<file path="config.mk">
export PLATFORM = sky130hd
export DESIGN_NAME = prodcode_iter_dec
export DESIGN_NICKNAME = d
export VERILOG_FILES = /design/src/rtl/prodcode_iter_dec.sv
export SDC_FILE = /design/constraint.sdc
export NUM_CORES = 1
export LEC_CHECK = 0
export CAP_MARGIN = 25
export CORE_ASPECT_RATIO = 2
export CORE_MARGIN = 1.5
export CORE_UTILIZATION = 50
export CTS_CLUSTER_DIAMETER = 100
export DETAILED_ROUTE_END_ITERATION = 12
export GPL_TIMING_DRIVEN = 0
export MAX_ROUTING_LAYER = met4
export PLACE_DENSITY_LB_ADDON = 0.1
export SLEW_MARGIN = 30
export SYNTH_ARGS = -nofsm -noshare
export SYNTH_HDL_FRONTEND = slang
export SYNTH_SLANG_ARGS = --single-unit
</file>
<file path="constraint.sdc">
create_clock -name clk -period 30.8 [get_ports clk]
set_input_delay 6.16 -clock clk [delete_from_list [all_inputs] [get_ports clk]]
set_output_delay 6.16 -clock clk [all_outputs]
set_load 0.03 [all_outputs]
</file>
<file path="src/rtl/prodcode_iter_dec.sv">
module prodcode_iter_dec #(
  parameter int ITER_LIM = 6
) (
  input  logic                               clk,
  input  logic                               rst_n,
  input  logic                               in_valid,
  input  logic [15:0]                        in_row,
  input  logic                               in_last,
  input  logic [$clog2(ITER_LIM+1)-1:0]      max_iter,
  output logic                               out_valid,
  output logic [15:0]                        out_row,
  output logic                               out_last,
  output logic [$clog2(ITER_LIM+1)-1:0]      iters_used,
  output logic [5:0]                         resid_words,
  output logic                               fail
);
  localparam int N  = 16;
  localparam int IW = $clog2(ITER_LIM+1);

  typedef enum logic [2:0] {IDLE, LOAD, ROW_PASS, COL_PASS, CHECK, OUTPUT} st_t;

  st_t           st;
  logic [15:0]   mem [N];
  logic [3:0]    idx;
  logic [IW-1:0] iter, cap;
  logic [15:0]   colw, colfix;
  logic [5:0]    nz;
  logic [IW-1:0] iter_n;

  function automatic logic [4:0] syn(input logic [15:0] w);
    logic [3:0] s;
    logic       p;
    s = '0;
    p = 1'b0;
    for (int i = 0; i < N; i++)
      if (w[i]) begin
        s = s ^ 4'(i);
        p = ~p;
      end
    return {p, s};
  endfunction

  function automatic logic [15:0] fix(input logic [15:0] w);
    logic [4:0] z;
    z = syn(w);
    return z[4] ? (w ^ (16'd1 << z[3:0])) : w;
  endfunction

  always_comb begin
    for (int r = 0; r < N; r++) colw[r] = mem[r][idx];
    colfix = fix(colw);
  end

  always_comb begin
    logic [15:0] cw;
    nz = '0;
    for (int i = 0; i < N; i++) begin
      if (syn(mem[i]) != 5'd0) nz = nz + 6'd1;
      for (int r = 0; r < N; r++) cw[r] = mem[r][i];
      if (syn(cw) != 5'd0) nz = nz + 6'd1;
    end
  end

  assign iter_n    = iter + IW'(1);
  assign out_valid = (st == OUTPUT);
  assign out_row   = out_valid ? mem[idx] : '0;
  assign out_last  = out_valid && (idx == 4'd15);

  always_ff @(posedge clk) begin
    if (!rst_n) begin
      st          <= IDLE;
      idx         <= '0;
      iter        <= '0;
      cap         <= IW'(1);
      iters_used  <= '0;
      resid_words <= '0;
      fail        <= 1'b0;
    end else begin
      case (st)
        IDLE, LOAD: if (in_valid) begin
          mem[idx] <= in_row;
          if (st == IDLE) begin
            iters_used  <= '0;
            resid_words <= '0;
            fail        <= 1'b0;
          end
          if (in_last) begin
            st   <= ROW_PASS;
            idx  <= '0;
            iter <= '0;
            cap  <= (max_iter == '0) ? IW'(1) :
                    (max_iter > IW'(ITER_LIM)) ? IW'(ITER_LIM) : max_iter;
          end else begin
            st  <= LOAD;
            idx <= idx + 4'd1;
          end
        end
        ROW_PASS: begin
          mem[idx] <= fix(mem[idx]);
          idx      <= idx + 4'd1;
          if (idx == 4'd15) st <= COL_PASS;
        end
        COL_PASS: begin
          for (int r = 0; r < N; r++) mem[r][idx] <= colfix[r];
          idx <= idx + 4'd1;
          if (idx == 4'd15) st <= CHECK;
        end
        CHECK: begin
          iter <= iter_n;
          if (nz == 6'd0 || iter_n == cap) begin
            st          <= OUTPUT;
            iters_used  <= iter_n;
            resid_words <= nz;
            fail        <= (nz != 6'd0);
          end else begin
            st <= ROW_PASS;
          end
        end
        OUTPUT: begin
          idx <= idx + 4'd1;
          if (idx == 4'd15) st <= IDLE;
        end
        default: st <= IDLE;
      endcase
    end
  end
endmodule

</file>
# Word level (Yosys, flattened, before mapping)
# Memory sizes are Yosys's and may differ from the RTL's. A register that Yosys moved wholly into a read port is not among the register bits.
# Index checks and enable logic that the tools add are counted.
# totals
input_bits,23
register_bits,23
output_inout_bits,28
memories,1
ramBits,256
# mem_list
memory,words,word_bits,rd,rd_ports_with_merged_regs,wr,line,text
mem,16,16,17,1,16,23,logic [15:0] mem [N];
# op_classes
reduce_logical,49
n_bitwise,988
n_shift,2
n_addsub,33
order_cmp,3
muxes,1228
eq_ne,14
# ops
op,n
$mux W4,309
$mux W1,638
$not A1 Y1,513
$mux W3,148
$not A2 Y2,204
$not A3 Y3,136
$mux W6,34
$add A6 B1 Y6 const B,31
$reduce_bool A5 Y1,32
$mux W2,69
$not A4 Y4,34
$mux W16,7
$not A1 Y1 const A,98
$bmux W1 S4,16
$shl A1 B4 Y16 const A,2
$xor A16 B16 Y16,2
$reduce_or A16 Y1,1
$pmux W3 S5,1
$ne A2 B2 Y1 const B,6
$pmux W3 S2,2
$pmux W6 S2,1
$pmux W4 S2,1
$reduce_and A4 Y1,2
$eq A3 B2 Y1 const B,2
other kinds (23),28

# Depth between registers and ports, before layout
# Gate-level depths: netlist (run 1).
# An unclocked memory read counts as a cell.
# logic_depth
ltp_word,100
mapped_depth,105

# Least setup slack after synthesis (run 1)
# No wires, ideal clock.
# synth_timing
path_type,reg2reg
start,memory mem[0][7]
end,register resid_words[0]
setup_time_ns,0.125
arrival_ns,18.439
path_buffers,1
synth_period_minus_slack_ns,18.564
setup_slack_ns,12.236
path_stages_with_launch,100
path_cell_list,edfxtp_1 -> xnor2_1 -> xnor3_1 -> or4b_2 -> nand4_1 -> nand3_1 -> ha_1 -> xnor2_2 -> ha_1 -> nand2b_1 -> o21a_1 -> ha_1 -> nor2_1 -> a31oi_1 -> ha_1 -> inv_1 -> nand2_1 -> o21ai_0 -> [64 not listed] -> nor3_1 -> a21oi_1 -> ha_1 -> mux2_2 -> ha_1 -> o21ai_1 -> nand2b_1 -> a211oi_1 -> o21ai_0 -> and2_1 -> a21oi_1 -> nor2_1 -> mux2_2 -> and3_4 -> o31ai_4 -> o21a_1 -> buf_4 -> o32ai_2
# synth_rtl
element,line,text
"start, declared",23,
"end signal, assigned",113,resid_words <= nz;
"end, declared",14,"output logic [5:0] resid_words,"

==> impl_results.rst, run 1 <==
.. list-table::
   :header-rows: 1

   * - Metric
     - Value
   * - Status
     - finished clean
   * - I/O Pins
     - 51
   * - Area after DPL
     - 0.0337 sq mm
   * - Cell with the most instances after synthesis
     - xnor2_1
   * - Worst hold-check path type
     - reg2reg
   * - Share of synthesized flip-flops with an asynchronous set or reset
     - 0%
   * - Die boundary width
     - 182 um
   * - Total count of max-transition violations in the final report
     - 0
   * - Area delta synth->final
     - 8.43%
   * - Commonest cells in the synthesized netlist
     - xnor2_1 (667), nand2_1 (410), o21ai_0 (318)
   * - Synth Area per Inst
     - 9.56 sq um
   * - Global-route wire length before repair
     - 221000 um
   * - Fraction of synthesized cell area in xor and xnor cells
     - 30.6%
   * - Fmax achieved
     - 44.5 MHz
   * - Data arrival time of the critical path
     - 22.96 ns
   * - Clock tree buffer depth
     - 3
   * - Hold Violations, Final
     - 0
   * - Post-route clock period utilization
     - 73.0%
   * - Largest stage delay on the critical path
     - 0.80 ns
   * - Synthesized flop and latch total
     - 283
   * - Remaining global-route overflow
     - 0
   * - CP startpoint kind
     - register
   * - Worst clock skew on the final layout
     - 0.0331 ns
   * - 1st-pass router iterations
     - 7
   * - Post CTS Setup Buffer Count
     - 0
   * - R2R depth
     - 99
   * - # Max-Cap Violations
     - 0
   * - Post-synthesis cell count
     - 3350
   * - Routability congestion estimate
     - 1.21
   * - Hold buffer count at CTS
     - 0
   * - Commonest register cell after synthesis
     - edfxtp_1
   * - Compound-cell area share of the yosys netlist
     - 11.5%
   * - Reg-to-reg endpoint
     - resid_words[3]
   * - Layout cell share with drive strength beyond 1
     - 10.5%
   * - Final wirelength
     - 162000 um
   * - Setup tns final
     - 0 ns
   * - Final instance area
     - 0.0347 sq mm
   * - Total clock sinks
     - 283
   * - Worst reg2reg path startpoint
     - mem[13][0]
   * - Post-CTS sizing
     - 0
   * - Number of clock buffers inserted by TritonCTS
     - 28
   * - HPWL reported at the end of detailed placement
     - 126000 um
   * - PortBufs
     - 50
   * - Largest net degree at the start of global routing
     - 16
   * - Number of enable flip-flop cells after synthesis
     - 256
   * - Count of H-tree levels built during CTS
     - 1
   * - Clock tree root buffer cell
     - clkbuf_16
   * - Number of DRC violations after detailed-routing iteration 0
     - 3951
   * - Post-Synthesis Net Count
     - 3409
   * - Endpoint of the most critical setup path
     - resid_words[3]
   * - Worst-path clk slew
     - 0.07 ns
   * - Average via count per standard cell
     - 6.90
   * - Latest clock arrival within the worst-skew pair
     - 0.61 ns
   * - Fraction of the mapped netlist area in simple logic gates
     - 13.4%
   * - Most common cell type on the critical path
     - ha_1
   * - Setup slack of the worst register-to-register path
     - 8.31 ns
   * - Transition time at the pin with the least slew margin
     - 1.20 ns
   * - Total Routing Usage GR
     - 50.8%
   * - Max transition margin
     - 20.1%
   * - Start point of the critical path
     - mem[13][0]
   * - RSZ-0062 raised after global routing
     - no
   * - Worst Setup Path Type
     - reg2reg
   * - Syn. warnings
     - 0
   * - Most area-hungry cell type in the Yosys netlist
     - edfxtp_1
   * - Initial antenna violation count
     - 16
   * - Main combinational cell family by area after synthesis
     - XOR/XNOR gates
   * - Count of endpoints failing setup in the final report
     - 0
   * - Core Rows
     - 131
   * - Cell area after synthesis
     - 0.0320 sq mm
   * - Yosys cell types
     - 103
   * - Via count of the first global-routing pass
     - 28800
   * - Adder-cell share of the synthesized area
     - 1.47%
   * - Mux contribution to synthesized area
     - 13.3%
   * - Number of nets with antenna violations after routing
     - 0
   * - Core Area
     - 0.0636 sq mm
   * - Maximum fanout count along the critical path
     - 9
   * - Initial Utilization
     - 50.3%
   * - Data required time at the worst endpoint
     - 31.27 ns
   * - Post-layout nets
     - 3497
   * - Sequential element share of the synthesized area
     - 25.7%
   * - Clock period minus final worst setup slack
     - 22.49 ns
   * - Total via count in the routed design
     - 29500
   * - Critical path's slowest cell
     - o21ai_0
   * - Share of Yosys cell area claimed by the top area cell type
     - 24.0%
   * - Average detailed-routed wire length per instance
     - 37.9 um
   * - Clock tree from TritonCTS
     - done
   * - Remaining design rule violation count
     - 0
   * - Height of the die
     - 361 um
   * - Worst Setup End Kind
     - register
   * - Floorplan die area
     - 0.0656 sq mm
   * - Synth top area cells
     - edfxtp_1 (24%), xnor2_1 (18%), mux4_2 (11%)
-- metal layers --
layer | vias to the layer above | track usage (%) | part of all wire (%)
li1 | 12100 | - | -
met1 | 14200 | 48.1 | 30
met2 | 2258 | 75.7 | 44
met3 | 932 | 17.3 | 12
met4 | 0 | 57.6 | 15
met5 | - | - | 0
-- per-stage QoR --
step | std cells | setup WS, ns | utilization [%] | hold slack [ns]
after floorplan | 3350 | 12.24 | - | 0.460
final | 4274 | 8.31 | 54.6 | 0.447
after global placement | 4198 | 9.37 | 52.7 | 0.438
after detailed placement | 4205 | 8.63 | 53.0 | 0.443
after global routing | 4270 | 6.76 | 54.6 | 0.478
after CTS | 4257 | 8.55 | 54.5 | 0.451
-- layout by cell type (no fill, tap or decap), types with 10 or more instances in the layout --
cell type | netlist | routed
clkbuf_2 | 0 | 39
xor2_1 | 217 | 217
nand2_1 | 410 | 410
xnor2_1 | 667 | 656
edfxtp_1 | 256 | 256
mux2i_1 | 40 | 40
o31ai_1 | 12 | 12
nand4_1 | 13 | 13
a21oi_1 | 60 | 60
xor3_1 | 14 | 14
mux2_2 | 19 | 19
dfxtp_1 | 27 | 27
inv_1 | 45 | 45
nand2b_1 | 31 | 31
diode_2 | 0 | 16
clkbuf_1 | 251 | 222
o211ai_1 | 24 | 24
and2_1 | 18 | 18
buf_2 | 13 | 18
nor2_1 | 117 | 117
o22ai_1 | 24 | 23
a211oi_1 | 16 | 16
nor3b_1 | 11 | 10
clkbuf_16 | 0 | 28
or2_2 | 15 | 15
and3_1 | 44 | 44
mux4_2 | 161 | 161
xnor3_1 | 63 | 63
nor3_1 | 72 | 72
nand3_1 | 76 | 76
ha_1 | 36 | 36
clkdlybuf4s50_1 | 0 | 50
or3_1 | 37 | 37
o21ai_0 | 318 | 318
xnor2_2 | 7 | 18
nor2b_1 | 25 | 25
-- kinds of logic after synthesis --
family	after synthesis
compound gates	590
xor+xnor	976
fa+ha+maj	38
buf+inv	333
flops	283
mux	222
simple gates	908
-- critical path, delay by kind of cell, from the launching register on --
| family | cells | cell delay (ns) |
|---|---|---|
| AOI/OAI and AO/OA | 25 | 5.32 |
| adders and majority gates | 17 | 4.95 |
| and+or+nand+nor | 23 | 4.40 |
| xor gates and xnor gates | 17 | 4.15 |
| muxes | 11 | 2.17 |
| DFF | 1 | 0.70 |
| buffers and inverters | 6 | 0.68 |
-- worst min path at each step --
stage | to | cells after the start | slack, ns | startpoint
2_1_floorplan | iter[1] | 2 | 0.46 | iter[1]
3_3_place_gp | resid_words[5] | 2 | 0.44 | resid_words[5]
3_5_place_dp | resid_words[5] | 2 | 0.44 | resid_words[5]
4_1_cts | resid_words[5] | 2 | 0.45 | resid_words[5]
5_1_grt | iters_used[0] | 2 | 0.48 | iters_used[0]
6_report | resid_words[5] | 2 | 0.45 | resid_words[5]
-- registers in the layout, indices dropped and copies added, names as in the netlist, named ones only --
signal and count:
iters_used 3, iter 3, st 3, resid_words 6, idx 4, fail 1, cap 3, mem 256
-- cell type report --
class,count,area (sq um)
fillers,5768,28900
multi-input cells,2734,22600
flip-flops and latches,283,8230
plain buffers,285,1160
well taps,798,998
clock buffers,37,754
repair buffers,58,579
inverters,48,180
clock inverters,15,173
diodes,16,40.0
Power of run 1 is left out: the tool's default activity adds up to more than one toggle a clock period on the data nets, which glitch-free logic cannot reach.
==> run 2, diff against run 1 <==
==> constraint.sdc (replaced) <==
create_clock -name clk -period 21.6 [get_ports clk]
set_input_delay 4.32 -clock clk [delete_from_list [all_inputs] [get_ports clk]]
set_output_delay 4.32 -clock clk [all_outputs]
set_load 0.03 [all_outputs]
==> run 2 against run 1 <==
Compared with the run above:
- flip-flop and latch count stayed put
- critical path depth increased by 6
- cell area grew 1.6%
- sequential share of layout area fell by 0.38 points
- via count grew 0.53%
- worst setup slack worse by 7.2 ns
- die area unchanged
- global-route usage hardly changed
- largest cell class unchanged
- utilization is 0.90 points higher
- final cell count grew 0.73%
- register-to-register slack worse by 7.2 ns
- first-iteration DRC count is 4.3% higher
==> impl_results.rst, run 2 (same netlist as run 1, synthesis figures left out) <==
.. list-table::
   :header-rows: 1

   * - Metric
     - Value
   * - Status
     - finished clean (unchanged)
   * - Total clock sinks
     - 283 (unchanged)
   * - Most flop-heavy register
     - mem (unchanged)
   * - Latest clock arrival within the worst-skew pair
     - 0.60 ns (was 0.61 ns)
   * - Number of DRC violations after detailed-routing iteration 0
     - 4120 (was 3951)
   * - HPWL reported at the end of detailed placement
     - 126000 um (unchanged)
   * - Number of clock buffers inserted by TritonCTS
     - 28 (unchanged)
   * - Max FFs per register
     - 256 (unchanged)
   * - Total via count in the routed design
     - 29700 (was 29500)
   * - Count of endpoints failing setup in the final report
     - 0 (unchanged)
   * - Initial antenna violation count
     - 12 (was 16)
   * - Total count of max-transition violations in the final report
     - 0 (unchanged)
   * - Worst hold start
     - resid_words[5] (unchanged)
   * - Worst setup slack before clock tree synthesis
     - -0.573 ns (was 8.63 ns)
   * - Number of nets with antenna violations after routing
     - 0 (unchanged)
   * - Remaining design rule violation count
     - 0 (unchanged)
   * - # Max-Cap Violations
     - 0 (unchanged)
   * - PortBufs
     - 50 (unchanged)
   * - Via count of the first global-routing pass
     - 28800 (about the same)
   * - Post-route clock period utilization
     - 94.8% (was 73.0%)
   * - Endpoint of the worst hold path
     - resid_words[5] (unchanged)
   * - Data arrival time of the critical path
     - 20.93 ns (was 22.96 ns)
   * - Start point of the critical path
     - mem[11][0] (was mem[13][0])
   * - Clock tree from TritonCTS
     - done (unchanged)
   * - Height of the die
     - 361 um (unchanged)
   * - Largest registers
     - mem x256, resid_words x6, idx x4 (unchanged)
   * - Transition time at the pin with the least slew margin
     - 1.21 ns (was 1.20 ns)
   * - Top delay family on crit path
     - adder cells (was compound AO/OA/AOI/OAI gates)
   * - Worst hold-check path type
     - reg2reg (unchanged)
   * - Hold buffer count at CTS
     - 0 (unchanged)
   * - Clock period minus final worst setup slack
     - 20.47 ns (was 22.49 ns)
   * - Clock tree root buffer cell
     - clkbuf_16 (unchanged)
   * - I/O Pins
     - 51 (unchanged)
   * - Clock tree buffer depth
     - 3 (unchanged)
   * - Average detailed-routed wire length per instance
     - 37.8 um (was 37.9 um)
   * - Fmax achieved
     - 48.9 MHz (was 44.5 MHz)
   * - Largest net degree at the start of global routing
     - 16 (unchanged)
   * - Data required time at the worst endpoint
     - 22.06 ns (was 31.27 ns)
   * - Total area of sequential cells
     - 0.00823 sq mm (unchanged)
   * - Cell depth of the worst min-delay path
     - 2 (unchanged)
   * - Worst Setup Path Type
     - reg2reg (unchanged)
   * - Core Rows
     - 131 (unchanged)
   * - Largest stage delay on the critical path
     - 0.65 ns (was 0.80 ns)
   * - R2R depth
     - 105 (was 99)
   * - Number of buffers and inverters on the critical path
     - 8 (was 6)
   * - Most Used Layer, Global Route
     - met2 (unchanged)
   * - Post-layout nets
     - 3529 (was 3497)
   * - Remaining global-route overflow
     - 0 (unchanged)
   * - Routing usage on met1
     - 48.2% (was 48.1%)
   * - CP startpoint kind
     - register (unchanged)
   * - Core Area
     - 0.0636 sq mm (unchanged)
   * - Average via count per standard cell
     - 6.89 (was 6.90)
   * - Maximum fanout count along the critical path
     - 9 (unchanged)
   * - Die boundary width
     - 182 um (unchanged)
   * - Count of H-tree levels built during CTS
     - 1 (unchanged)
   * - Total area of multi-input combinational cells
     - 0.0228 sq mm (was 0.0226 sq mm)
   * - Global-route wire length before repair
     - 221000 um (about the same)
   * - Floorplan die area
     - 0.0656 sq mm (unchanged)
   * - Routability congestion estimate
     - 1.21 (unchanged)
   * - Number of filler cells placed in the layout
     - 5718 (was 5768)
   * - Worst Setup End Kind
     - register (unchanged)
   * - Critical path's slowest cell
     - or4b_2 (was o21ai_0)
   * - Met3 global-route usage
     - 17.0% (was 17.3%)
   * - Met2 track utilization from global routing
     - 75.5% (was 75.7%)
   * - Leading cell type in the layout, fill and taps excluded
     - xnor2_1 (unchanged)
   * - Least setup slack across all paths after layout
     - 1.13 ns (was 8.31 ns)
   * - Worst reg2reg path startpoint
     - mem[11][0] (was mem[13][0])
   * - Worst clock skew on the final layout
     - 0.0301 ns (was 0.0331 ns)
   * - Worst-path clk slew
     - 0.07 ns (about the same)
   * - 1st-pass router iterations
     - 9 (was 7)
   * - Max transition margin
     - 19.2% (was 20.1%)
   * - Hold Violations, Final
     - 0 (unchanged)
   * - Layout cell share with drive strength beyond 1
     - 12.0% (was 10.5%)
   * - Most used cells in the layout excluding fill and tap cells
     - xnor2_1 (646), nand2_1 (410), o21ai_0 (317) (was xnor2_1 (656), nand2_1 (410), o21ai_0 (318))
   * - Reg-to-reg endpoint
     - resid_words[3] (unchanged)
   * - Setup slack of the worst register-to-register path
     - 1.13 ns (was 8.31 ns)
   * - Total Routing Usage GR
     - 50.8% (about the same)
   * - Initial Utilization
     - 50.3% (unchanged)
   * - Area delta synth->final
     - 10.2% (was 8.43%)
   * - Most common cell type on the critical path
     - ha_1 (unchanged)
   * - Final wirelength
     - 163000 um (was 162000 um)
==> run 2: cell type report <==
cell class                 instances  share of cell area, %
antenna                           15                  0.106
multi-input combinational       2734                   64.7
buffer                           284                   3.25
clock buffer                      37                   2.14
clock inverter                    15                  0.489
sequential                       283                   23.3
inverter                          48                  0.511
tap                              798                   2.83
timing repair buffer              91                   2.65
==> run 2: how the worst max path moves through the flow <==
stage | endpoint | cells past startpoint
after floorplan | resid_words[0] | 99
after global placement | resid_words[3] | 103
after detailed placement | resid_words[3] | 103
after CTS | resid_words[4] | 101
after global routing | resid_words[4] | 105
final | resid_words[3] | 105
==> run 2: repair_timing <==
item | CTS | global route
setup endpoints to repair | 13 | 13
gates resized for setup | 2 | 37
hold endpoints to repair | 0 | 0
buffers inserted | 0 | 33
pin swaps | 0 | 7
==> run 2: worst reg2reg max path: cells and delay by family (launching register included) <==
kind            cells  cell delay (ns)
fa+ha+maj          18             5.15
compound gates     27             4.54
buf+inv             8             0.88
flops               1             0.53
mux                12             2.41
xor+xnor           14             2.92
simple gates       26             3.95
==> run 2: through the flow <==
step | TNS (ns) | instance area (sq um) | utilization (%) | hold WS [ns] | instances
final | 0 | 35300 | 55.5 | 0.447 | 4305
after global routing | -0.861 | 35300 | 55.4 | 0.477 | 4298
after CTS | 0 | 34600 | 54.5 | 0.451 | 4256
after detailed placement | -6.63 | 33700 | 53.0 | 0.443 | 4205
after global placement | 0 | 33500 | 52.7 | 0.438 | 4198
after floorplan | 0 | 32000 | - | 0.460 | 3350
==> run 2: per-layer routing <==
metal | vias to the layer above | routed length [um]
li1 | 12100 | -
met1 | 14300 | 48100
met2 | 2308 | 70500
met3 | 936 | 19300
met4 | 0 | 24700
met5 | - | 0
Power of run 2 is left out for the same reason.
